### src/rtl/sc_pkg.sv
package sc_pkg;

    typedef enum logic [1:0] {
        PRIV_LOW  = 2'd0,
        PRIV_MED  = 2'd1,
        PRIV_HIGH = 2'd2,
        PRIV_RSVD = 2'd3
    } priv_e;

    typedef enum logic [1:0] {
        RK_POWER_ON   = 2'd0,
        RK_POWER_FAIL = 2'd1,
        RK_WATCHDOG   = 2'd2,
        RK_EXTERNAL   = 2'd3
    } rst_kind_e;

    typedef struct packed {
        logic lock;
        logic prot;
    } sc_state_t;

    localparam sc_state_t SC_POR_STATE = '{lock: 1'b1, prot: 1'b1};

    function automatic logic priv_at_least(input logic [1:0] level, input priv_e floor);
        return level >= floor;
    endfunction

    function automatic logic kind_hits_lock(input logic [1:0] kind);
        return (kind == RK_POWER_ON) || (kind == RK_POWER_FAIL);
    endfunction

endpackage

### src/rtl/sc_write_rules.sv
module sc_write_rules
    import sc_pkg::*;
(
    input  sc_state_t   cur,
    input  logic        wr_en,
    input  logic        wr_lock,
    input  logic        wr_prot,
    input  logic        from_urom,
    input  logic [1:0]  priv,
    output sc_state_t   nxt
);
    logic lock_ok;
    logic prot_clear_ok;

    always_comb begin
        lock_ok       = from_urom && priv_at_least(priv, PRIV_MED);
        prot_clear_ok = priv_at_least(priv, PRIV_HIGH);
        nxt           = cur;
        if (wr_en) begin
            if (lock_ok) begin
                nxt.lock = wr_lock;
            end
            if (wr_prot) begin
                nxt.prot = 1'b1;
            end else if (prot_clear_ok) begin
                nxt.prot = 1'b0;
            end
        end
    end

endmodule

### src/rtl/sc_reset_rules.sv
module sc_reset_rules
    import sc_pkg::*;
(
    input  sc_state_t   cur,
    input  logic [1:0]  kind,
    output sc_state_t   nxt
);
    always_comb begin
        nxt      = cur;
        nxt.prot = 1'b1;
        if (kind_hits_lock(kind)) begin
            nxt.lock = 1'b1;
        end
    end

endmodule

### src/rtl/sc_access_gate.sv
module sc_access_gate #(
    parameter int          FW    = 16,
    parameter logic [FW-1:0] BLANK = '1
) (
    input  logic          lock,
    input  logic          prot,
    input  logic          pwd_match,
    input  logic [FW-1:0] flash_word,
    input  logic          urom_rd_req,
    output logic          loader_grant,
    output logic          dbg_cmd_ok,
    output logic          fault_en,
    output logic          urom_rd_grant
);
    logic flash_blank;

    always_comb begin
        flash_blank   = (flash_word == BLANK);
        loader_grant  = !lock || pwd_match;
        dbg_cmd_ok    = flash_blank && loader_grant;
        fault_en      = prot;
        urom_rd_grant = urom_rd_req;
    end

endmodule

### src/rtl/sec_ctrl_reg.sv
module sec_ctrl_reg
    import sc_pkg::*;
#(
    parameter int W        = 16,
    parameter int LOCK_BIT = 9,
    parameter int PROT_BIT = 10
) (
    input  logic         clk,
    input  logic         rst_n,
    input  logic         sys_rst,
    input  logic [1:0]   rst_kind,
    input  logic         wr_en,
    input  logic [W-1:0] wr_data,
    input  logic         from_urom,
    input  logic [1:0]   priv,
    input  logic         pwd_match,
    input  logic [W-1:0] flash_word,
    input  logic         urom_rd_req,
    output logic [W-1:0] rd_data,
    output logic         loader_grant,
    output logic         dbg_cmd_ok,
    output logic         fault_en,
    output logic         urom_rd_grant
);
    localparam logic [W-1:0] FLASH_BLANK = '1;

    sc_state_t state_q, state_d;
    sc_state_t wr_next, rst_next;
    logic      unused_wr_bits;

    assign unused_wr_bits = ^wr_data;

    sc_write_rules u_wr (
        .cur       (state_q),
        .wr_en     (wr_en),
        .wr_lock   (wr_data[LOCK_BIT]),
        .wr_prot   (wr_data[PROT_BIT]),
        .from_urom (from_urom),
        .priv      (priv),
        .nxt       (wr_next)
    );

    sc_reset_rules u_rst (
        .cur  (state_q),
        .kind (rst_kind),
        .nxt  (rst_next)
    );

    always_comb begin
        state_d = sys_rst ? rst_next : wr_next;
    end

    always_ff @(posedge clk or negedge rst_n) begin
        if (!rst_n) begin
            state_q <= SC_POR_STATE;
        end else begin
            state_q <= state_d;
        end
    end

    for (genvar i = 0; i < W; i++) begin : g_rd
        if (i == LOCK_BIT) begin : g_lock
            assign rd_data[i] = state_q.lock;
        end else if (i == PROT_BIT) begin : g_prot
            assign rd_data[i] = state_q.prot;
        end else begin : g_zero
            assign rd_data[i] = 1'b0;
        end
    end

    sc_access_gate #(.FW(W), .BLANK(FLASH_BLANK)) u_gate (
        .lock          (state_q.lock),
        .prot          (state_q.prot),
        .pwd_match     (pwd_match),
        .flash_word    (flash_word),
        .urom_rd_req   (urom_rd_req),
        .loader_grant  (loader_grant),
        .dbg_cmd_ok    (dbg_cmd_ok),
        .fault_en      (fault_en),
        .urom_rd_grant (urom_rd_grant)
    );

endmodule

### config.mk
export PLATFORM = sky130hd
export DESIGN_NAME = sec_ctrl_reg
export DESIGN_NICKNAME = d
export VERILOG_FILES = /design/src/rtl/sc_pkg.sv /design/src/rtl/sc_write_rules.sv /design/src/rtl/sc_reset_rules.sv /design/src/rtl/sc_access_gate.sv /design/src/rtl/sec_ctrl_reg.sv
export SDC_FILE = /design/constraint.sdc
export NUM_CORES = 1
export LEC_CHECK = 0
export ABC_AREA = 1
export ABC_CLOCK_PERIOD_IN_PS = 800
export BUFFER_PORTS_ARGS = -buffer_cell sky130_fd_sc_hd__buf_4
export CORE_MARGIN = 4
export CORE_UTILIZATION = 22
export CTS_BUF_LIST = sky130_fd_sc_hd__clkbuf_2 sky130_fd_sc_hd__clkbuf_4 sky130_fd_sc_hd__clkbuf_8
export DETAILED_ROUTE_END_ITERATION = 7
export GPL_TIMING_DRIVEN = 1
export PLACE_DENSITY = 0.76
export SYNTH_ARGS = -nofsm -noshare
export SYNTH_HDL_FRONTEND = slang
export SYNTH_SLANG_ARGS = --single-unit
export TNS_END_PERCENT = 100
### constraint.sdc
create_clock -name clk -period 0.8 [get_ports clk]
set_input_delay 0.08 -clock clk [delete_from_list [all_inputs] [get_ports clk]]
set_output_delay 0.08 -clock clk [all_outputs]
set_load 0.02 [all_outputs]
==> flow_summary.toml, run 1 <==
[synth]
avgSynthCellArea_um2 = 6.31
synth_common_cells = "17 x buf_4, 14 x nand2_1, 4 x nor2_1"
synth_top_area_share = 0.405
yosys_warnings = 0
synthCells = 50
ys_ff_latch = 2
synth_flop_cell = "dfstp_2"
synth-seq-area-share = 0.167
synth_edf_count = 0
async_flop_share = 1.00
synthTopCellsByArea = "buf_4 40%, dfstp_2 17%, nand2_1 17%, nor2_1 4.8%, inv_1 3.6%"
yosys.area.top_type = "buf_4"
syn-cell-area_um2 = 315
yosysMostFrequentCell = "buf_4"
synthDistinctLibCells = 13

[pwr]
ir_drop_mv = 0.433
finalPower_mw = 0.677
p_leak_nw = 0.329
cellPowerDensity_nw_per_um2 = 1170

[clock_tree]
clockRootBuffer = "clkbuf_4"
clock_sinks = 2
h-tree-depth = 1
clk_pin_slew_ns = 0.03
clk_latency_ns = 0.22
numCtsBuffers = 3
cts_tree = "built"
clockBufferDepth = 2

[global_routing]
grt_usage = 0.0858
antenna_found_initial = 0
gr-total-overflow = 0
grt_pass1_wl_mm = 1.20
grt_max_degree = 7
grt_pass1_vias = 333

[critical_path]
start_kind = "register"
critical_path.endpoint_type = "output pin"
cp_max_fo = 2
critPathKind = "register to output pin"
critPathArrivalTime_ns = 1.07
critPathRequiredTime_ns = 0.72

[sta]
finalCriticalPeriod_ns = 1.15
max_freq_ghz = 0.872
clock_skew_ns = 0
rsz0062_at_grt = "true"
maxSlewViolCount = 0
hold_viol = 0
post-route-period-util = 1.43
finalSetupViolCount = 6
finalSetupTns_ns = -1.41
layout_setup_ws_ns = -0.346

[floorplanning]
dieHeight_um = 45.9
coreArea_um2 = 1320
pin_count = 63
die_area_um2 = 2100
die_w_um = 45.9
initial_core_util = 0.239
rows = 13

[route]
via_per_inst = 3.76
first_iter_violations = 12
final_antenna_net_count = 0
drc = 0
dr.pass1.iters = 4
avgRoutedWirePerCell_um = 8.70
vias = 372
routed_wl_um = 861

[placed_design]
portBuffers = 31
gp_congestion = 0.734
place_area_um2 = 510

[finish]
drive_gt1_frac = 0.512
diodes = 0
largest_register_ffs = 2
design_area_um2 = 577
area_growth_pct = 82.9
fill_cells = 140
fin_util = 0.438
nets = 129

[run_status]
outcome = "finished with violations"
violations = "setup timing"

[min_path]
min-delay-path-class = "input pin to register"

[flow_run]
cap_viol_max_count = 0
layout make-up:
type                       instances  area [µm²]  share of cell area
clock buffer                       3        22.5              0.0390
inverter                           3        11.3              0.0195
multi-input combinational         41         188               0.325
sequential                         2        52.6              0.0911
tap                               15        18.8              0.0325
timing repair buffer              35         284               0.492
what timing repair did:
item | in CTS | in global routing
setup buffers | 0 | 2
resized for setup | 4 | 1
hold buffers | 1 | 0
pin swaps | 0 | 0
endpoints found under the hold margin | 2 | 0
setup endpoints to repair | 6 | 6
through the flow:
step / worst slack (ns) / instances / hold slack (ns)
global route: -0.397 / 99 / 0.0811
global placement: -0.141 / 93 / 0.0259
finish: -0.346 / 99 / 0.0857
CTS: -0.359 / 97 / 0.0782
floorplan: -0.0709 / 63 / -0.0678
detailed placement: -0.143 / 93 / 0.0255
worst paths after layout:
| kind | startpoint | endpoint | slack [ns] | cells after the start |
|---|---|---|---|---|
| max reg2reg | rd_data[9] | rd_data[9] | -0.17 | 5 |
| max | rd_data[9] | dbg_cmd_ok | -0.35 | 4 |
| min in group asynchronous | rst_n | rd_data[10] | 0.35 | 2 |
| max in group asynchronous | rst_n | rd_data[9] | 0.43 | 2 |
| min reg2reg | rd_data[10] | rd_data[10] | 0.48 | 2 |
| min | wr_data[10] | rd_data[10] | 0.09 | 3 |
per-layer routing:
metal | vias up | track usage | routed length, µm
li1 | 191 | - | -
met1 | 160 | 0.0789 | 248
met2 | 21 | 0.135 | 520
met3 | 0 | 0.0277 | 93
met4 | 0 | 0.102 | 0
met5 | - | 0 | 0
worst max-delay path: stages, from the launching register on:
cell     delay, ns
dfstp_2       0.54
nand2_4       0.04
nand4_1       0.10
nor2_4        0.04
buf_6         0.12
logic make-up (layout without fill, tap and decap cells):
| logic type | count (synthesis) | count (layout) | share of synthesized area |
|---|---|---|---|
| AO/OA/AOI/OAI | 4 | 4 | 0.0754 |
| flip-flops | 2 | 2 | 0.167 |
| buffers and inverters | 20 | 41 | 0.440 |
| AND/OR/NAND/NOR | 23 | 23 | 0.306 |
| other | 1 | 14 | 0.0119 |
cells in the final DEF (no fill, tap or decap):
cell type,instances
dlygate4sd3_1,1
buf_6,5
nor2_1,3
nor2_2,1
or2_1,1
conb_1,14
nand2_4,1
buf_4,29
nand4_1,1
nand2_1,13
dfstp_2,2
o21ai_0,2
nor2_4,1
inv_1,3
clkbuf_4,3
a21oi_2,1
a21oi_1,1
nand3_1,2
power breakdown:
group          total, mW  switching (mW)  leakage (nW)  internal [mW]
sequential         0.134          0.0118        0.0211          0.123
clock              0.214          0.0492        0.0138          0.165
combinational      0.329           0.155         0.294          0.174
(Power assumes the default switching activity.)
==> run 2: changes to the inputs <==
--- a/config.mk
+++ b/config.mk
@@ -8,12 +8,14 @@
 export ABC_AREA = 1
 export ABC_CLOCK_PERIOD_IN_PS = 800
 export BUFFER_PORTS_ARGS = -buffer_cell sky130_fd_sc_hd__buf_4
+export CELL_PAD_IN_SITES_DETAIL_PLACEMENT = 0
+export CELL_PAD_IN_SITES_GLOBAL_PLACEMENT = 1
 export CORE_MARGIN = 4
-export CORE_UTILIZATION = 22
+export CORE_UTILIZATION = 12
 export CTS_BUF_LIST = sky130_fd_sc_hd__clkbuf_2 sky130_fd_sc_hd__clkbuf_4 sky130_fd_sc_hd__clkbuf_8
 export DETAILED_ROUTE_END_ITERATION = 7
 export GPL_TIMING_DRIVEN = 1
-export PLACE_DENSITY = 0.76
+export PLACE_DENSITY_LB_ADDON = 0.1
 export SYNTH_ARGS = -nofsm -noshare
 export SYNTH_HDL_FRONTEND = slang
 export SYNTH_SLANG_ARGS = --single-unit
==> flow_summary.toml, run 2 (same netlist as run 1, synthesis figures left out) <==
[floorplanning]
initial_core_util = 0.126
pin_count = 63
dieHeight_um = 59.3
coreArea_um2 = 2500
rows = 18
die_w_um = 59.3
die_area_um2 = 3510

[finish]
largest_register_ffs = 2
area_growth_pct = 92.5
diodes = 0
instances_no_fill = 115
drive_gt1_frac = 0.518
final_cell_mix = "29 x buf_4, 14 x conb_1, 13 x nand2_1, 6 x buf_6"
nets = 130
final_common_cell = "buf_4"
fin_util = 0.243

[clock_tree]
numCtsBuffers = 3
cts_tree = "built"
clock_sinks = 2
clk_pin_slew_ns = 0.03
clk_latency_ns = 0.22
clockBufferDepth = 2
h-tree-depth = 1
clockRootBuffer = "clkbuf_4"

[placed_design]
dp_cells = 109
portBuffers = 31
gp_congestion = 0.571
hpwl_um = 811

[flow_run]
cap_viol_max_count = 0

[global_routing]
gr-total-overflow = 0
antenna_found_initial = 0
grt_pass1_vias = 321
grt_pass1_wl_mm = 1.19
grt_usage = 0.0451
grt_max_degree = 7

[critical_path]
critPathArrivalTime_ns = 1.10
reg2reg_to = "rd_data[9]"
critical_path.endpoint_type = "output pin"
cp_max_fo = 2
start_kind = "register"
ff2ff_path_depth = 5
critPathKind = "register to output pin"
r2r_start = "rd_data[9]"
reg2reg_setup_slack_ns = -0.19
critPathRequiredTime_ns = 0.72

[sta]
finalCriticalPeriod_ns = 1.18
post-route-period-util = 1.47
max_freq_ghz = 0.851
hold_viol = 0
clock_skew_ns = 0
finalSetupViolCount = 6
finalSetupTns_ns = -1.62
maxSlewViolCount = 0
layout_setup_ws_ns = -0.376
rsz0062_at_grt = "true"
hold_slack_ns = 0.0835

[pwr]
swShare = 0.335
switching_power_mw = 0.239
pwr-share-clk = 0.326
cellPowerDensity_nw_per_um2 = 1170
finalPower_mw = 0.711
p_leak_nw = 0.335
ir_drop_mv = 0.715
internal-power_mw = 0.473
pwr-share-seq = 0.192
combPwrFrac = 0.482

[route]
final_antenna_net_count = 0
routed_wl_um = 915
avgRoutedWirePerCell_um = 7.96
via_per_inst = 3.16
dr.pass1.iters = 4
vias = 363
first_iter_violations = 6
drc = 0

[run_status]
outcome = "finished with violations"
violations = "setup timing"

[min_path]
min_to = "rd_data[10]"
min-delay-start = "wr_data[10]"
hold_depth = 3
min-delay-path-class = "input pin to register"
==> run 2: cell count changes in the layout (fill, tap and decap cells not counted) <==
cell / change
buf_6: +1
==> run 2: metrics by stage <==
step | instance area [µm²] | setup slack [ns]
4_1_cts | 588 | -0.384
6_report | 607 | -0.376
3_5_place_dp | 537 | -0.149
3_3_place_gp | 537 | -0.150
5_1_grt | 607 | -0.410
2_1_floorplan | 383 | -0.0709
==> run 2: metal layers <==
metal	GRT usage	wire, µm
met4	0.0388	0
met3	0.0240	194
met1	0.0469	282
met2	0.0655	438
met5	0	0
==> run 2: cell type report <==
class | instances | area, µm²
fillers | 279 | 1890
well taps | 30 | 37.5
multi-input cells | 41 | 188
flip-flops and latches | 2 | 52.6
clock buffers | 3 | 22.5
inverters | 3 | 11.3
repair buffers | 36 | 295
==> run 2: worst max-delay path: stages (launching register included) <==
cell and delay (ns):
dfstp_2 0.55, nand2_4 0.05, nand4_1 0.11, nor2_4 0.04
buf_6 0.12
==> run 2: how the worst max path moves through the flow <==
stage	end	start	cells after the start
final	dbg_cmd_ok	rd_data[9]	4
after floorplan	dbg_cmd_ok	rd_data[9]	3
after detailed placement	dbg_cmd_ok	rd_data[9]	4
after global routing	dbg_cmd_ok	rd_data[9]	4
after CTS	dbg_cmd_ok	rd_data[9]	4
after global placement	dbg_cmd_ok	rd_data[9]	4
==> run 2: timing repair <==
action | 4_1_cts | 5_1_grt
hold buffers | 1 | 0
hold endpoints to repair | 2 | 0
setup endpoints to repair | 6 | 6
gates cloned | 0 | 0
resized for setup | 5 | 1
buffers inserted | 0 | 2
==> run 2: power groups by stage <==
| stage | registers [mW] | logic, mW | clock network, mW |
|---|---|---|---|
| 6_report | 0.136 | 0.343 | 0.232 |
| 3_3_place_gp | 0.134 | 0.296 | 0 |
| 5_1_grt | 0.137 | 0.374 | 0.249 |
| 2_1_floorplan | 0.140 | 0.206 | 0 |
| 3_5_place_dp | 0.135 | 0.297 | 0 |
| 4_1_cts | 0.136 | 0.316 | 0.247 |
==> run 3: changes to the inputs <==
--- a/config.mk
+++ b/config.mk
@@ -5,13 +5,13 @@
 export SDC_FILE = /design/constraint.sdc
 export NUM_CORES = 1
 export LEC_CHECK = 0
-export ABC_AREA = 1
 export ABC_CLOCK_PERIOD_IN_PS = 800
 export BUFFER_PORTS_ARGS = -buffer_cell sky130_fd_sc_hd__buf_4
 export CELL_PAD_IN_SITES_DETAIL_PLACEMENT = 0
 export CELL_PAD_IN_SITES_GLOBAL_PLACEMENT = 1
+export CORE_ASPECT_RATIO = 1.4
 export CORE_MARGIN = 4
-export CORE_UTILIZATION = 12
+export CORE_UTILIZATION = 11
 export CTS_BUF_LIST = sky130_fd_sc_hd__clkbuf_2 sky130_fd_sc_hd__clkbuf_4 sky130_fd_sc_hd__clkbuf_8
 export DETAILED_ROUTE_END_ITERATION = 7
 export GPL_TIMING_DRIVEN = 1
==> flow_summary.toml, run 3 <==
[floorplanning]
pin_count = 63
dieHeight_um = 67.5
die_area_um2 = 3400
initial_core_util = 0.115
rows = 21
coreArea_um2 = 2420
die_w_um = 50.5

[placed_design]
gp_congestion = 0.588
place_area_um2 = 499
portBuffers = 31
dp_cells = 96

[synth]
syn-cell-area_um2 = 278
avgSynthCellArea_um2 = 7.94
synthTopCellsByArea = "buf_4 46%, dfstp_2 19%, nand4_1 6.8%, o211ai_2 4.5%, nand2_1 4.1%"
synthDistinctLibCells = 13
synth-seq-area-share = 0.189
yosys_warnings = 0
synth_common_cells = "17 x buf_4, 3 x nand2_1, 3 x nand4_1"
yosys.area.top_type = "buf_4"
synth_flop_cell = "dfstp_2"
async_flop_share = 1.00
synth_top_area_share = 0.459
synthCells = 35
ys_ff_latch = 2
yosysMostFrequentCell = "buf_4"
synth_edf_count = 0

[critical_path]
worstPathCellList = "nand2b_4 > nand2_4 > nor4_4 > buf_4"
slowest_delay_ns = 0.55
reg2reg_setup_slack_ns = -0.19
critPathKind = "register to output pin"
crit_slowest_cell = "dfstp_2"
critPathArrivalTime_ns = 1.09
start_kind = "register"
critical_path.endpoint_type = "output pin"
critPathRequiredTime_ns = 0.72
cp_num_buf_inv = 1
crit_family = "flip-flops"
cp_max_fo = 2

[global_routing]
grt_max_degree = 5
gr-total-overflow = 0
grt_usage = 0.0505
grt_pass1_vias = 300
antenna_found_initial = 0
grt_pass1_wl_mm = 1.24

[route]
dr.pass1.iters = 2
via_per_inst = 3.19
avgRoutedWirePerCell_um = 8.75
first_iter_violations = 1
drc = 0
routed_wl_um = 884
final_antenna_net_count = 0
vias = 322

[sta]
finalCriticalPeriod_ns = 1.17
rsz0062_at_grt = "true"
layout_setup_ws_ns = -0.371
post-route-period-util = 1.46
maxSlewViolCount = 0
hold_slack_ns = 0.108
max_freq_ghz = 0.854
finalSetupViolCount = 6
finalSetupTns_ns = -1.48
hold_viol = 0
clock_skew_ns = 0

[pwr]
switching_power_mw = 0.192
cellPowerDensity_nw_per_um2 = 1080
pwr-share-clk = 0.367
combPwrFrac = 0.428
ir_drop_mv = 0.312
swShare = 0.319
pwr-share-seq = 0.206
internal-power_mw = 0.411
p_leak_nw = 0.294

[clock_tree]
h-tree-depth = 1
clock_sinks = 2
numCtsBuffers = 3
cts_tree = "built"
clockRootBuffer = "clkbuf_4"
clk_pin_slew_ns = 0.03
clockBufferDepth = 2
clk_latency_ns = 0.22

[finish]
largest_register_ffs = 2
instances_no_fill = 101
drive_gt1_frac = 0.627
nets = 112
diodes = 0
fin_util = 0.232
area_growth_pct = 102
final_cell_mix = "29 x buf_4, 14 x conb_1, 3 x nand4_1, 3 x clkbuf_4, 3 x buf_6"
final_common_cell = "buf_4"
design_area_um2 = 561

[run_status]
outcome = "finished with violations"
violations = "setup timing"

[min_path]
min-delay-path-class = "input pin to register"

[flow_run]
cap_viol_max_count = 0
[run 3: changes by cell type in the layout (fill, tap and decap cells not counted), sizes merged, moves of 3 or more]
cell / before / now
nand2: 14 / 3
buf: 35 / 32
inv: 3 / 0
nor2: 5 / 2
[run 3: path summary, 6_finish.rpt]
| kind | from | to | cells after the start |
|---|---|---|---|
| max reg2reg | rd_data[9] | rd_data[9] | 3 |
| max in group asynchronous | rst_n | rd_data[10] | 2 |
| max | rd_data[9] | dbg_cmd_ok | 4 |
| min in group asynchronous | rst_n | rd_data[9] | 2 |
| min | wr_data[10] | rd_data[10] | 2 |
| min reg2reg | rd_data[10] | rd_data[10] | 1 |
[run 3: what timing repair did]
action	CTS	global route
cloned	0	0
pin swaps	1	1
gates resized for setup	5	0
buffers inserted	1	0
endpoints found under the hold margin	2	0
hold buffers	1	0
setup endpoints to repair	6	7
[run 3: stage by stage]
stage | setup WS, ns | power [mW]
2_1_floorplan | -0.157 | 0.300
3_3_place_gp | -0.166 | 0.360
4_1_cts | -0.395 | 0.621
6_report | -0.371 | 0.603
3_5_place_dp | -0.188 | 0.360
5_1_grt | -0.424 | 0.653
[run 3: final cells by class]
| class | count | area [µm²] |
|---|---|---|
| Multi-Input combinational cell | 29 | 181 |
| Fill cell | 291 | 1860 |
| Tap cell | 34 | 42.5 |
| Timing Repair Buffer | 33 | 262 |
| Sequential cell | 2 | 52.6 |
| Clock buffer | 3 | 22.5 |
[run 3: power by group through the flow]
stage	Sequential, mW	Clock (mW)	Combinational, mW
2_1_floorplan	0.128	0	0.173
3_3_place_gp	0.125	0	0.235
3_5_place_dp	0.127	0	0.233
4_1_cts	0.125	0.237	0.259
5_1_grt	0.126	0.247	0.280
6_report	0.124	0.221	0.258
[run 3: worst register-to-register path: stages (launching register included)]
cell,delay (ns)
dfstp_2,0.55
buf_4,0.13
nor2_1,0.04
a211oi_2,0.18
[run 3: logic make-up (layout without fill, tap and decap cells)]
| kind of cell | Yosys count | after routing | share of synthesized area |
|---|---|---|---|
| AND/OR/NAND/NOR | 12 | 12 | 0.230 |
| AO/OA/AOI/OAI | 3 | 3 | 0.108 |
| buffers and inverters | 17 | 36 | 0.459 |
| flip-flops | 2 | 2 | 0.189 |
| other | 1 | 14 | 0.0135 |
[run 3: layer usage]
| layer | track usage | up-vias | part of all wire |
|---|---|---|---|
| met5 | 0 | - | 0 |
| met4 | 0.0202 | 0 | 0 |
| met3 | 0.0397 | 0 | 0.18 |
| met2 | 0.0817 | 28 | 0.52 |
| met1 | 0.0476 | 139 | 0.30 |
| li1 | - | 155 | - |
